`config.mk`:
```
export PLATFORM = sky130hd
export DESIGN_NAME = status_reg
export DESIGN_NICKNAME = d
export VERILOG_FILES = /design/src/rtl/sreg_pkg.sv /design/src/rtl/sreg_bit_dec.sv /design/src/rtl/sreg_next.sv /design/src/rtl/sreg_sign.sv /design/src/rtl/status_reg.sv
export SDC_FILE = /design/constraint.sdc
export NUM_CORES = 1
export LEC_CHECK = 0
export ABC_CLOCK_PERIOD_IN_PS = 1000
export BUFFER_PORTS_ARGS = -buffer_cell sky130_fd_sc_hd__buf_4
export CAP_MARGIN = 0
export CORE_MARGIN = 1
export CORE_UTILIZATION = 37
export DETAILED_ROUTE_END_ITERATION = 16
export MAX_ROUTING_LAYER = met4
export PLACE_DENSITY = 0.74
export SYNTH_ARGS = -nofsm -noshare
export SYNTH_HDL_FRONTEND = slang
export SYNTH_HIERARCHICAL = 1
export SYNTH_SLANG_ARGS = --single-unit
```
`constraint.sdc`:
```
create_clock -name clk -period 1 [get_ports clk]
set_input_delay 0.1 -clock clk [delete_from_list [all_inputs] [get_ports clk]]
set_output_delay 0.1 -clock clk [all_outputs]
set_load 0.03 [all_outputs]
```
`src/rtl/sreg_pkg.sv`:
```
package sreg_pkg;

   // Fixed flag positions; the sign derivation and the execution unit rely on them.
   localparam int unsigned POS_C = 0;
   localparam int unsigned POS_Z = 1;
   localparam int unsigned POS_N = 2;
   localparam int unsigned POS_V = 3;
   localparam int unsigned POS_S = 4;
   localparam int unsigned POS_H = 5;
   localparam int unsigned POS_T = 6;
   localparam int unsigned POS_I = 7;

   // Which source wrote the register in a given cycle.
   typedef enum logic [1:0] {
      SRC_NONE = 2'd0,
      SRC_ALU  = 2'd1,
      SRC_BIT  = 2'd2,
      SRC_IO   = 2'd3
   } sreg_src_e;

endpackage

```
`src/rtl/sreg_bit_dec.sv`:
```
module sreg_bit_dec #(
   parameter int unsigned REG_W = 8,
   parameter int unsigned IDX_W = $clog2(REG_W)
) (
   input  logic             sel_valid,
   input  logic [IDX_W-1:0] sel_idx,
   output logic [REG_W-1:0] sel_mask
);

   // One-hot mask for the targeted bit; all zero when no operation is pending.
   for (genvar g = 0; g < REG_W; g++) begin : g_bit
      assign sel_mask[g] = sel_valid && (sel_idx == IDX_W'(g));
   end

   // a pending bit operation selects exactly one bit.
   always_comb begin
      if (sel_valid) begin
         a_r4_one_bit: assert ($onehot(sel_mask));
      end
   end

endmodule

```
`src/rtl/sreg_next.sv`:
```
module sreg_next
   import sreg_pkg::*;
#(
   parameter int unsigned      REG_W    = 8,
   parameter logic [REG_W-1:0] ALU_MASK = 8'h2F
) (
   input  logic [REG_W-1:0] cur,
   input  logic [REG_W-1:0] alu_val,
   input  logic [REG_W-1:0] alu_en,
   input  logic             bop_valid,
   input  logic             bop_set,
   input  logic [REG_W-1:0] bop_mask,
   input  logic             io_we,
   input  logic [REG_W-1:0] io_wdata,
   output logic [REG_W-1:0] nxt,
   output sreg_src_e        src
);

   logic [REG_W-1:0] upd;
   assign upd = alu_en & ALU_MASK;

   // One winner per cycle: byte write, then bit operation, then flag update.
   always_comb begin
      nxt = cur;
      src = SRC_NONE;
      if (io_we) begin
         nxt = io_wdata;
         src = SRC_IO;
      end else if (bop_valid) begin
         nxt = bop_set ? (cur | bop_mask) : (cur & ~bop_mask);
         src = SRC_BIT;
      end else if (|upd) begin
         nxt = (cur & ~upd) | (alu_val & upd);
         src = SRC_ALU;
      end
   end

   // a byte write always owns the cycle.
   always_comb begin
      if (io_we) begin
         a_r8_io_wins: assert (src == SRC_IO);
      end
   end

endmodule

```
`src/rtl/sreg_sign.sv`:
```
module sreg_sign #(
   parameter int unsigned REG_W    = 8,
   parameter int unsigned SIGN_POS = 4,
   parameter int unsigned NEG_POS  = 2,
   parameter int unsigned OVF_POS  = 3
) (
   input  logic [REG_W-1:0] flags_in,
   output logic [REG_W-1:0] flags_out
);

   always_comb begin
      flags_out           = flags_in;
      flags_out[SIGN_POS] = flags_in[NEG_POS] ^ flags_in[OVF_POS];
   end

endmodule

```
`src/rtl/status_reg.sv`:
```
module status_reg
   import sreg_pkg::*;
#(
   parameter int unsigned      REG_W       = 8,
   parameter logic [REG_W-1:0] ALU_MASK    = 8'h2F,
   parameter bit               DERIVE_SIGN = 1'b1,
   localparam int unsigned     IDX_W       = $clog2(REG_W)
) (
   input  logic             clk,
   input  logic             rst_n,
   input  logic [REG_W-1:0] alu_val,
   input  logic [REG_W-1:0] alu_en,
   input  logic             bit_op_valid,
   input  logic             bit_op_set,
   input  logic [IDX_W-1:0] bit_op_idx,
   input  logic             io_we,
   input  logic [REG_W-1:0] io_wdata,
   output logic [REG_W-1:0] status
);

   localparam logic [REG_W-1:0] SMASK = REG_W'(1) << POS_S;

   // Elaboration-time parameter checks.
   if (REG_W < 8) begin : g_chk_width
      $error("status_reg: REG_W must hold all eight flags");
   end
   if (ALU_MASK[POS_S] || ALU_MASK[POS_I] || ALU_MASK[POS_T]) begin : g_chk_mask
      $error("status_reg: ALU_MASK must not cover S, T or I");
   end

   logic [REG_W-1:0] q;
   logic [REG_W-1:0] d_raw;
   logic [REG_W-1:0] d;
   logic [REG_W-1:0] bop_mask;
   sreg_src_e        src;

   sreg_bit_dec #(.REG_W(REG_W), .IDX_W(IDX_W)) u_dec (
      .sel_valid (bit_op_valid),
      .sel_idx   (bit_op_idx),
      .sel_mask  (bop_mask)
   );

   sreg_next #(.REG_W(REG_W), .ALU_MASK(ALU_MASK)) u_next (
      .cur       (q),
      .alu_val   (alu_val),
      .alu_en    (alu_en),
      .bop_valid (bit_op_valid),
      .bop_set   (bit_op_set),
      .bop_mask  (bop_mask),
      .io_we     (io_we),
      .io_wdata  (io_wdata),
      .nxt       (d_raw),
      .src       (src)
   );

   // Sign either derived after the flop or folded into the stored value.
   if (DERIVE_SIGN) begin : g_sign_derived
      assign d = d_raw;
      sreg_sign #(.REG_W(REG_W), .SIGN_POS(POS_S), .NEG_POS(POS_N), .OVF_POS(POS_V)) u_sign (
         .flags_in  (q),
         .flags_out (status)
      );
   end else begin : g_sign_stored
      sreg_sign #(.REG_W(REG_W), .SIGN_POS(POS_S), .NEG_POS(POS_N), .OVF_POS(POS_V)) u_sign (
         .flags_in  (d_raw),
         .flags_out (d)
      );
      assign status = q;
   end

   always_ff @(posedge clk or negedge rst_n) begin
      if (!rst_n) begin
         q <= '0;
      end else begin
         q <= d;
      end
   end

   // ---------------- assertions ----------------

   // cleared while in reset.
   always @(posedge clk) begin
      if (!rst_n) begin
         a_r1_reset_clear: assert (status == '0);
      end
   end

   // output sign follows N and V from the stored flags.
   a_r6_sign_xor: assert property (@(posedge clk) disable iff (!rst_n)
      status[POS_S] == (status[POS_N] ^ status[POS_V]));

   // byte write lands on the next edge.
   a_r7_io_load: assert property (@(posedge clk) disable iff (!rst_n)
      io_we |=> (((status ^ $past(io_wdata)) & ~SMASK) == '0));

   // set reaches the indexed bit.
   a_r4_set_bit: assert property (@(posedge clk) disable iff (!rst_n)
      (!io_we && bit_op_valid && bit_op_set && bit_op_idx != IDX_W'(POS_S))
      |=> status[$past(bit_op_idx)]);

   // clear reaches the indexed bit.
   a_r5_clear_bit: assert property (@(posedge clk) disable iff (!rst_n)
      (!io_we && bit_op_valid && !bit_op_set && bit_op_idx != IDX_W'(POS_S))
      |=> !status[$past(bit_op_idx)]);

   // bit operation touches no other stored bit, even with ALU enables high.
   a_r9_bit_only: assert property (@(posedge clk) disable iff (!rst_n)
      (!io_we && bit_op_valid)
      |=> (((status ^ $past(status)) & ~(REG_W'(1) << $past(bit_op_idx)) & ~SMASK) == '0));

   // bits outside the ALU mask survive any arithmetic update.
   a_r3_fixed_bits: assert property (@(posedge clk) disable iff (!rst_n)
      (!io_we && !bit_op_valid)
      |=> (((status ^ $past(status)) & ~ALU_MASK & ~SMASK) == '0));

   // nothing pending, nothing changes.
   a_r10_hold: assert property (@(posedge clk) disable iff (!rst_n)
      (!io_we && !bit_op_valid && ((alu_en & ALU_MASK) == '0)) |=> $stable(status));

   // source tag reports an arithmetic update only when an enabled flag exists.
   a_r2_alu_src: assert property (@(posedge clk) disable iff (!rst_n)
      (src == SRC_ALU) |-> ((alu_en & ALU_MASK) != '0));

endmodule

```
# Word-level counts from Yosys, hierarchy flattened
# Index checks and enable logic that the tools add are counted.
dict set report word_totals {
  register_bits 8
  latchBits 0
  mem_bits_rw 0
  rom_bits 0
  input_bits 32
  out_inout_bits 8
  word_cells 31
  mem_count 0
}
dict set report classes {
  n_addsub 0
  multipliers 0
  div 0
  magnitude_cmp 0
  eq_ne 7
  shift 0
  muxes 4
  bitwise 8
  n_reduce_logical 11
}
# operator count
set op_table {}
lappend op_table {{$mux W8} 4}
lappend op_table {{$and A8 B8 Y8} 2}
lappend op_table {{$or A8 B8 Y8} 2}
lappend op_table {{$eq A3 B3 Y1 const B} 4}
lappend op_table {{$and A8 B6 Y8} 1}
lappend op_table {{$logic_and A1 B1 Y1} 8}
lappend op_table {{$not A6 Y8} 1}
lappend op_table {{$not A8 Y8} 1}
lappend op_table {{$eq A3 B2 Y1 const B} 2}
lappend op_table {{$reduce_or A5 Y1} 1}
lappend op_table {{$eq A3 B1 Y1 const B} 1}
lappend op_table {{$logic_not A3 Y1} 1}
lappend op_table {{$reduce_bool A3 Y1} 1}
lappend op_table {{$xor A1 B1 Y1} 1}

# Logic depth before layout (Yosys ltp)
# Gate-level depths: netlist of the first run.
dict set report logic_depth {
  ltp_word 7
  ltp_mapped 4
  mapped_depth_nobuf 4
}

# Cells and area by module
# Netlist of the first run, hierarchy kept.
# mod instances cells_per_inst area_each_um2 seq_area_each_um2
set by_module_without_submodules {}
lappend by_module_without_submodules {sreg_next 1 39 276.5 0.0}
lappend by_module_without_submodules {status_reg 1 8 200.2 200.2}
lappend by_module_without_submodules {sreg_bit_dec 1 8 96.3 0.0}
lappend by_module_without_submodules {sreg_sign 1 8 61.3 0.0}

# Worst setup path before layout of the first run
# No wires, ideal clock.
dict set report synth_timing {
  kind {input to register}
  startpoint {input port bit_op_idx[1]}
  endpoint {register q[0]}
  setup_time_ps 130
  t_arrival_ps 922
  required_time_ps 870
  slack_ps -52
  path_stages 4
  path_buffers 0
  path_cell_list {nor4b_2 > mux2_2 > a22oi_1 > o21ai_0}
}
dict set report synth_via {
  elab_chain_cells 7
  elab_cells_between_ends 8
  cone_classes {mux (3); bitwise (3); reduce/logical (2)}
}
# element line
set synth_lines {}
lappend synth_lines {{start: declaration} status_reg.sv:15} ;# input logic [IDX_W-1:0] bit_op_idx,
lappend synth_lines {{$logic_not A3 Y1 *} sreg_bit_dec.sv:12} ;# assign sel_mask[g] = sel_valid && (sel_idx == IDX_W'(g));
lappend synth_lines {{$logic_and A1 B1 Y1 *} sreg_bit_dec.sv:12}
lappend synth_lines {{$not A8 Y8} sreg_next.sv:30} ;# nxt = bop_set ? (cur | bop_mask) : (cur & ~bop_mask);
lappend synth_lines {{$and A8 B8 Y8} sreg_next.sv:30}
lappend synth_lines {{$mux W8 *} sreg_next.sv:30}
lappend synth_lines {{$mux W8 *} sreg_next.sv:29} ;# end else if (bop_valid) begin
lappend synth_lines {{$mux W8 *} sreg_next.sv:26} ;# if (io_we) begin
lappend synth_lines {{via d[0]} status_reg.sv:33} ;# logic [REG_W-1:0] d;
lappend synth_lines {{end signal: assignment} status_reg.sv:73} ;# q <= '0;
lappend synth_lines {{end signal: assignment} status_reg.sv:75} ;# q <= d;
lappend synth_lines {{end: declaration} status_reg.sv:31} ;# logic [REG_W-1:0] q;
# The timed path passes the listed nets; every way through them passes the cells marked *.
# A chain may end at the register's enable or synchronous reset.

# Final worst setup path of the first run
dict set report layout_timing {
  startpoint {register q[3]}
  endpoint {output port status[4]}
}
dict set report layout_via {
  elab_chain_cells 1
}
# element line
set layout_lines {}
lappend layout_lines {{$xor A1 B1 Y1} sreg_sign.sv:13} ;# flags_out[SIGN_POS] = flags_in[NEG_POS] ^ flags_in[OVF_POS];
lappend layout_lines {{end: declaration} status_reg.sv:18} ;# output logic [REG_W-1:0] status
# Every way passes these cells.

==> results of run 1 <==
[what timing repair did]
action / in CTS / in global routing
pin swaps: 1 / 0
endpoints found under the hold margin: 7 / 0
setup buffers: 3 / 1
hold buffers: 1 / 0
resized for setup: 12 / 4
endpoints found under the setup margin: 8 / 11
[cell usage in the layout (no fill, tap or decap)]
master	n
a22oi_2	5
and4_2	1
and4b_2	3
and4bb_2	2
buf_4	34
buf_6	10
clkbuf_1	1
clkbuf_4	3
dfrtp_1	7
dlygate4sd3_1	1
mux2_2	2
mux2_4	3
mux2i_1	7
nand2_1	4
nor2b_1	1
nor4b_4	1
o21ai_0	2
o21ai_1	5
or2_2	1
xor2_1	1
[worst max-delay path: stages (launching register included)]
cell,delay [ns]
dfrtp_1,0.39
buf_6,0.13
xor2_1,0.12
buf_4,0.17
[per-stage QoR]
stage	setup WS, ns	power (mW)	hold slack, ns
6_report	-0.177	1.08	0.0446
5_1_grt	-0.231	1.14	0.0604
4_1_cts	-0.181	1.07	0.0456
3_5_place_dp	-0.218	0.735	-0.0824
3_3_place_gp	-0.195	0.726	-0.0822
2_1_floorplan	0.000553	0.563	-0.196
[power groups by stage]
| stage | registers [mW] | clock network (mW) | logic (mW) |
|---|---|---|---|
| finish | 0.333 | 0.273 | 0.479 |
| global placement | 0.332 | 0 | 0.394 |
| floorplan | 0.336 | 0 | 0.228 |
| detailed placement | 0.334 | 0 | 0.401 |
| global route | 0.337 | 0.289 | 0.515 |
| CTS | 0.332 | 0.278 | 0.461 |
[worst max-delay path by stage]
stage / from / endpoint / depth (start not counted)
after floorplan: bit_op_idx[1] / q[5] / 4
after global placement: bit_op_idx[2] / q[2] / 5
after detailed placement: bit_op_idx[2] / q[2] / 5
after CTS: q[2] / status[4] / 3
after global routing: q[2] / status[4] / 3
final: q[3] / status[4] / 3
[metal layers]
metal / part of all wire (%) / track usage [%] / up-vias
li1: - / - / 277
met5: 0 / - / -
met1: 40 / 22.1 / 254
met2: 52 / 38.9 / 21
met4: 1.1 / 7.50 / 0
met3: 6.3 / 8.15 / 2
[layout make-up]
cell class,instances,area [µm²]
fill,117,388
clock buffer,4,26.3
sequential,7,175
multi-input combinational,38,364
timing repair buffer,45,378
tap,15,18.8
==> metrics.txt, run 1 <==
worst min path class input pin to register; hold path depth 3; Chip Width 40.8 µm; worst path required time 0.90 ns; CP Capture Type output pin; Syn Inst Count 54; Worst-Skew Late Latency 0.26 ns; wire per inst 13.7 µm; row cnt 13; slew margin rel. 61.4%; HPWL after DPL 1060 µm; Hold Fails Final Rpt 0; combinational power share 44.1%; Final setup violation count 6; H-tree levels 1; status finished, violations left; CTS tree yes; max-cap violations 0; crit path DAT about 1.1 ns; PD cells 1130 mW/mm²; Max Clk Rate 0.850 GHz; Vias/cell 5.08; first-pass GRT wire length 2210 µm; Synth Net Count 86; Final Instance Area 962 µm²; Slew Limit Fails 0; startpoint of the worst hold path io_wdata[7]; First-pass DRT Iterations 2; die height 40.8 µm; initial antenna violation count 0; failing checks setup timing; Cell Area, Synth ~560 µm²; Core Area 0.00135 mm²; initial core utilization 41.1%; min cycle time layout between 1 and 1.5 ns; Routed WL around 1500 µm; Worst setup SP type register; number of global-route vias before repair between 500 and 600; initial drt markers 1; WS Path Type register to output pin; sw frac around a third; Pleak approximately 0.48 nW; vias post-DR 554; ANT nets after route 0; critical-path maximum fanout 3; max reg flops 7; DRC errors left 0; CTS root buffer clkbuf_4; Final Skew 0 ns; Biggest register q; Clock Power Share 25.1%; Area growth syn-to-layout 73.2%; cts bufs inserted 3; CTS max path bufs 2; RSZ-0062 raised after global routing yes; layout cell share with drive strength beyond 1 69.1%; final period utilization 118%; fin util 71.3%; final cell count without fillers 109; gr usage total 22.0%; Syn Area/Cell 10.3 µm²; Worst Tran Pin Value roughly 0.58 ns; die footprint 0.00166 mm²; placed cell areas 833 µm²; nets 127; Peak VDD IR ~0.97 mV; worst reg2reg path startpoint q[3]; placed cells 100; Switch Pwr approximately 0.35 mW; number of cells on the worst reg-to-reg path 4; Reg2Reg Capture Point q[3]; Yosys warning total 6; Ports 40; setup TNS -0.532 ns; CTS Sinks 7; largest net degree at the start of global routing 12; P_int 0.735 mW; GPL Wtd Cong 0.762; clock slew at reported path FFs 0.06 ns; power share of the sequential group 30.7%; final worst slack -0.177 ns; IO Port Bufs 32; reg-to-reg slack, setup -0.11 ns; # diodes 0; Hold Path End q[7]; Largest regs q (7); grt total ovfl 0
Note: power is estimated with default switching activity, not from simulation.
==> run 2, diff against run 1 <==
--- a/config.mk
+++ b/config.mk
@@ -9,10 +9,10 @@
 export BUFFER_PORTS_ARGS = -buffer_cell sky130_fd_sc_hd__buf_4
 export CAP_MARGIN = 0
 export CORE_MARGIN = 1
-export CORE_UTILIZATION = 37
+export CORE_UTILIZATION = 35
 export DETAILED_ROUTE_END_ITERATION = 16
 export MAX_ROUTING_LAYER = met4
-export PLACE_DENSITY = 0.74
+export PLACE_DENSITY = 0.7
 export SYNTH_ARGS = -nofsm -noshare
 export SYNTH_HDL_FRONTEND = slang
 export SYNTH_HIERARCHICAL = 1
==> metrics.txt, run 2 (synthesized netlist as in run 1, its figures left out) <==
first-pass GRT wire length 2420 µm (+9.6%); status finished, violations left; placed cell areas 827 µm² (-0.75%); ANT nets after route 0 (unchanged); CTS max path bufs 2 (unchanged); CTS tree yes; die height 41.8 µm (+2.7%); Peak VDD IR 0.633 mV (-35%); wire per inst 13.2 µm (-3.7%); CP Capture Type output pin; final worst slack -0.173 ns (+0.00403 ns); Slowest cell on crit path dfrtp_1; grt total ovfl 0 (unchanged); Worst-Skew Late Latency 0.26 ns (about the same); Worst Tran Pin Value 0.502 ns (-0.0751 ns); CP Buf/Inv Count 2 (unchanged); vias post-DR 562 (+1.4%); failing checks setup timing; CTS root buffer clkbuf_4; Register Area 175 µm² (unchanged); final period utilization 117% (-0.40 points); crit path cell chain buf_6, xor2_1, buf_4; gr usage total 19.2% (-2.8 points); Core Area 0.00149 mm² (+10%); Biggest register q; min cycle time layout 1.17 ns (-0.00403 ns); slew margin rel. 66.4% (+5.0 points); pre-CTS setup slack -0.215 ns (+0.00267 ns); Largest stage delay, worst path 0.39 ns (about the same); commonest non-fill, non-tap cell in the layout buf_4; CTS Sinks 7 (unchanged); fin util 63.7% (-7.6 points); RSZ-0062 raised after global routing yes; worst min path class input pin to register; Final Instance Area 948 µm² (-1.4%); First-pass DRT Iterations 4 (+2); # diodes 0 (unchanged); Fillers 133 (+14%); nets 125 (-1.6%); initial core utilization 37.3% (-3.8 points); commonest cells after routing, fill and taps aside buf_4 (31), buf_6 (11), dfrtp_1 (7), mux2i_1 (7), o21ai_1 (5); Max Clk Rate 0.852 GHz (+0.34%); Pleak 0.470 nW (-1.3%); Vias/cell 5.20 (+2.4%); number of global-route vias before repair 548 (+1.7%); Slew Limit Fails 0 (unchanged); H-tree levels 1 (unchanged); initial drt markers 4 (+3); Final Skew 0 ns (unchanged); largest net degree at the start of global routing 12 (unchanged); layout cell share with drive strength beyond 1 68.5% (-0.67 points); footprint of the multi-input gates 359 µm² (-1.4%); cts bufs inserted 3 (unchanged); Final setup violation count 5 (-1); minimum hold slack 0.0678 ns (+0.0232 ns); max reg flops 7 (unchanged); Worst setup SP type register; Area growth syn-to-layout 70.7%; worst path required time 0.90 ns (about the same); Largest regs q (7); Chip Width 41.8 µm (+2.7%); row cnt 14 (+1); WS Path Type register to output pin; Ports 40 (unchanged); initial antenna violation count 0 (unchanged); GPL Wtd Cong 0.743 (-2.4%); Routed WL 1430 µm (-4.6%); PD cells 1130 mW/mm² (-0.12%); crit path DAT 1.07 ns (about the same); clock slew at reported path FFs 0.06 ns (about the same); HPWL after DPL 1030 µm (-2.4%); critical-path maximum fanout 2 (-1); Hold Fails Final Rpt 0 (unchanged); max-cap violations 0 (unchanged); DRC errors left 0 (unchanged); CP delay by family, top flip-flops; die footprint 0.00175 mm² (+5.4%); IO Port Bufs 32 (unchanged)
-- run 2: cell types whose count changed in the layout (fill, tap and decap cells not counted) --
cell	previous run	this run
a22oi_1	0	1
a22oi_2	5	4
buf_4	34	31
buf_6	10	11
clkbuf_1	1	0
clkinv_2	0	1
-- run 2: worst paths after layout --
kind,startpoint,cells past startpoint,to,slack (ns)
max,q[3],3,status[4],-0.17
min,io_wdata[6],3,q[6],0.07
max reg2reg,q[2],4,q[2],-0.09
min reg2reg,q[6],2,q[6],0.61
max in group asynchronous,rst_n,2,q[2],0.68
min in group asynchronous,rst_n,2,q[7],0.19
-- run 2: layout make-up --
type,instances,area share [%]
timing repair buffer,43,38.7
multi-input combinational,38,37.9
sequential,7,18.5
clock buffer,3,2.37
tap,16,2.11
clock inverter,1,0.528
-- run 2: power breakdown --
group / internal (mW) / switching, mW
registers: 0.312 / 0.0195
clock network: 0.147 / 0.120
logic: 0.263 / 0.206
total: 0.722 / 0.345
-- run 2: worst min-delay path, cell delays in order --
cell	delay, ns
buf_4	0.08
nand2_1	0.04
o21ai_0	0.07
-- run 2: what timing repair did --
item	in CTS	in global routing
hold buffers	1	0
gates cloned	0	0
endpoints found under the hold margin	7	0
setup buffers	3	0
pin swaps	1	1
setup endpoints to repair	7	11
resized for setup	12	4
-- run 2: per-layer routing --
metal	global-route usage (%)	part of all wire, %	vias up
met1	23.7	43	265
met5	-	0	-
li1	-	-	275
met3	3.91	6.1	0
met2	30.6	51	22
met4	7.74	0	0
-- run 2: through the flow --
step | TNS, ns | instances | total power, mW
2_1_floorplan | 0 | 54 | 0.563
3_3_place_gp | -0.954 | 100 | 0.726
3_5_place_dp | -1.04 | 100 | 0.731
4_1_cts | -0.567 | 108 | 1.07
5_1_grt | -0.791 | 108 | 1.13
6_report | -0.490 | 108 | 1.07
==> run 3, diff against run 2 <==
--- a/config.mk
+++ b/config.mk
@@ -6,13 +6,13 @@
 export NUM_CORES = 1
 export LEC_CHECK = 0
 export ABC_CLOCK_PERIOD_IN_PS = 1000
-export BUFFER_PORTS_ARGS = -buffer_cell sky130_fd_sc_hd__buf_4
+export BUFFER_PORTS_ARGS = -buffer_cell sky130_fd_sc_hd__buf_2
 export CAP_MARGIN = 0
 export CORE_MARGIN = 1
-export CORE_UTILIZATION = 35
+export CORE_UTILIZATION = 30
 export DETAILED_ROUTE_END_ITERATION = 16
 export MAX_ROUTING_LAYER = met4
-export PLACE_DENSITY = 0.7
+export PLACE_DENSITY = 0.62
 export SYNTH_ARGS = -nofsm -noshare
 export SYNTH_HDL_FRONTEND = slang
 export SYNTH_HIERARCHICAL = 1
==> metrics.txt, run 3 (synthesized netlist as in run 1, its figures left out) <==
die footprint 0.00203 mm² (+16%); ANT nets after route 0 (unchanged); Chip Width 45.0 µm (+7.6%); status finished, violations left; placed cell areas 773 µm² (-6.5%); reg-to-reg slack, setup -0.11 ns (-0.02 ns); Worst Tran Pin Value 0.582 ns (+0.0800 ns); Biggest register q; GPL Wtd Cong 0.699 (-6.0%); vias post-DR 539 (-4.1%); Switch Pwr 0.325 mW (-5.9%); setup TNS -0.328 ns (+0.162 ns); failing checks setup timing; initial core utilization 32.2% (-5.1 points); Fillers 176 (+32%); die height 45.0 µm (+7.6%); WS Path Type register to output pin; CTS max path bufs 2 (unchanged); Slew Limit Fails 0 (unchanged); PD cells 1140 mW/mm² (+0.87%); layout cell share with drive strength beyond 1 68.5% (unchanged); RSZ-0062 raised after global routing yes; CP Capture Type output pin; Final setup violation count 4 (-1); commonest cells after routing, fill and taps aside buf_2 (27), buf_6 (8), buf_4 (7), dfrtp_1 (7), mux2i_1 (7); sw frac 32.1% (-0.26 points); row cnt 15 (+1); final period utilization 117% (about the same); P_int 0.688 mW (-4.8%); Area growth syn-to-layout 60.6%; Vias/cell 4.61 (-11%); nets 125 (unchanged); crit path DAT 1.07 ns (about the same); Ports 40 (unchanged); wire per inst 11.6 µm (-12%); worst path required time 0.90 ns (about the same); Routed WL 1350 µm (-5.2%); Hold Fails Final Rpt 0 (unchanged); IO Port Bufs 32 (unchanged); initial drt markers 6 (+2); first-pass GRT wire length 2040 µm (-16%); final worst slack -0.174 ns (-0.000875 ns); power share of the sequential group 32.8% (+1.7 points); grt total ovfl 0 (unchanged); hold path depth 3 (unchanged); slew margin rel. 61.1% (-5.3 points); Worst-Skew Late Latency 0.25 ns (about the same); Peak VDD IR 0.906 mV (+43%); Worst setup SP type register; Pleak 0.447 nW (-4.9%); Largest regs q (7); worst min path class input pin to register; Clock Power Share 25.1% (about the same); First-pass DRT Iterations 4 (unchanged); critical-path maximum fanout 3 (+1); CTS Sinks 7 (unchanged); DRC errors left 0 (unchanged); commonest non-fill, non-tap cell in the layout buf_2; number of global-route vias before repair 474 (-14%); number of cells on the worst reg-to-reg path 4 (unchanged); Core Area 0.00173 mm² (+16%); cts bufs inserted 3 (unchanged); Max Clk Rate 0.852 GHz (about the same); # diodes 0 (unchanged); min cycle time layout 1.17 ns (+0.000875 ns); CTS root buffer clkbuf_4; combinational power share 42.1% (-1.8 points); CTS tree yes; max reg flops 7 (unchanged); H-tree levels 1 (unchanged); initial antenna violation count 0 (unchanged); gr usage total 15.0% (-4.2 points); largest net degree at the start of global routing 12 (unchanged); Final Skew 0 ns (unchanged); clock slew at reported path FFs 0.05 ns (about the same); Final Instance Area 892 µm² (-5.9%); max-cap violations 0 (unchanged)
-- run 3: cell count changes in the layout (fill, tap and decap cells not counted) --
| cell | delta |
|---|---|
| a22oi_1 | -1 |
| a22oi_2 | +1 |
| buf_2 | +27 |
| buf_4 | -24 |
| buf_6 | -3 |
| clkbuf_1 | +1 |
| clkinv_2 | -1 |
| mux2_2 | -2 |
| mux2_4 | +2 |
-- run 3: worst paths after layout --
path | startpoint | to
worst max register to register | q[2] | q[2]
worst min-delay path | io_wdata[6] | q[6]
max in group asynchronous | rst_n | q[3]
min in group asynchronous | rst_n | q[0]
worst min register to register | q[7] | q[7]
worst max-delay path | q[2] | status[4]
-- run 3: power groups by stage --
stage	clock (mW)	combinational, mW	sequential (mW)
finish	0.255	0.426	0.332
global route	0.288	0.458	0.335
CTS	0.270	0.408	0.332
detailed placement	0	0.352	0.333
global placement	0	0.348	0.332
floorplan	0	0.228	0.336
-- run 3: cell type report --
class / instances / area, µm² / share of cell area [%]
Clock buffer: 4 / 26.3 / 2.95
Multi-Input combinational cell: 38 / 372 / 41.7
Sequential cell: 7 / 175 / 19.6
Tap cell: 25 / 31.3 / 3.51
Timing Repair Buffer: 43 / 288 / 32.3
-- run 3: repair_timing --
action / in CTS / in global routing
setup endpoints to repair: 7 / 11
gates resized for setup: 14 / 7
hold buffers: 1 / 0
buffers inserted: 1 / 0
endpoints found under the hold margin: 7 / 0
gates cloned: 0 / 0
pin swaps: 1 / 0
-- run 3: per-stage QoR --
| stage | std cells | setup slack [ns] | power (mW) | hold WS, ns | util [%] |
|---|---|---|---|---|---|
| after floorplan | 54 | 0.000553 | 0.563 | -0.196 | - |
| after global placement | 111 | -0.200 | 0.680 | -0.0583 | 44.8 |
| after detailed placement | 111 | -0.208 | 0.685 | -0.0560 | 44.8 |
| after CTS | 117 | -0.189 | 1.01 | 0.0496 | 50.1 |
| after global routing | 117 | -0.245 | 1.08 | 0.0727 | 51.7 |
| final | 117 | -0.174 | 1.01 | 0.0612 | 51.7 |
-- run 3: worst max-delay path: stages (launching register included) --
cell and delay (ns):
dfrtp_1 0.39, buf_6 0.13, xor2_1 0.13, buf_4 0.17
-- run 3: routing by layer --
metal	track usage (%)	wire (µm)
met2	22.3	659
met5	-	0
met3	7.20	90
met1	18.3	602
met4	3.64	0
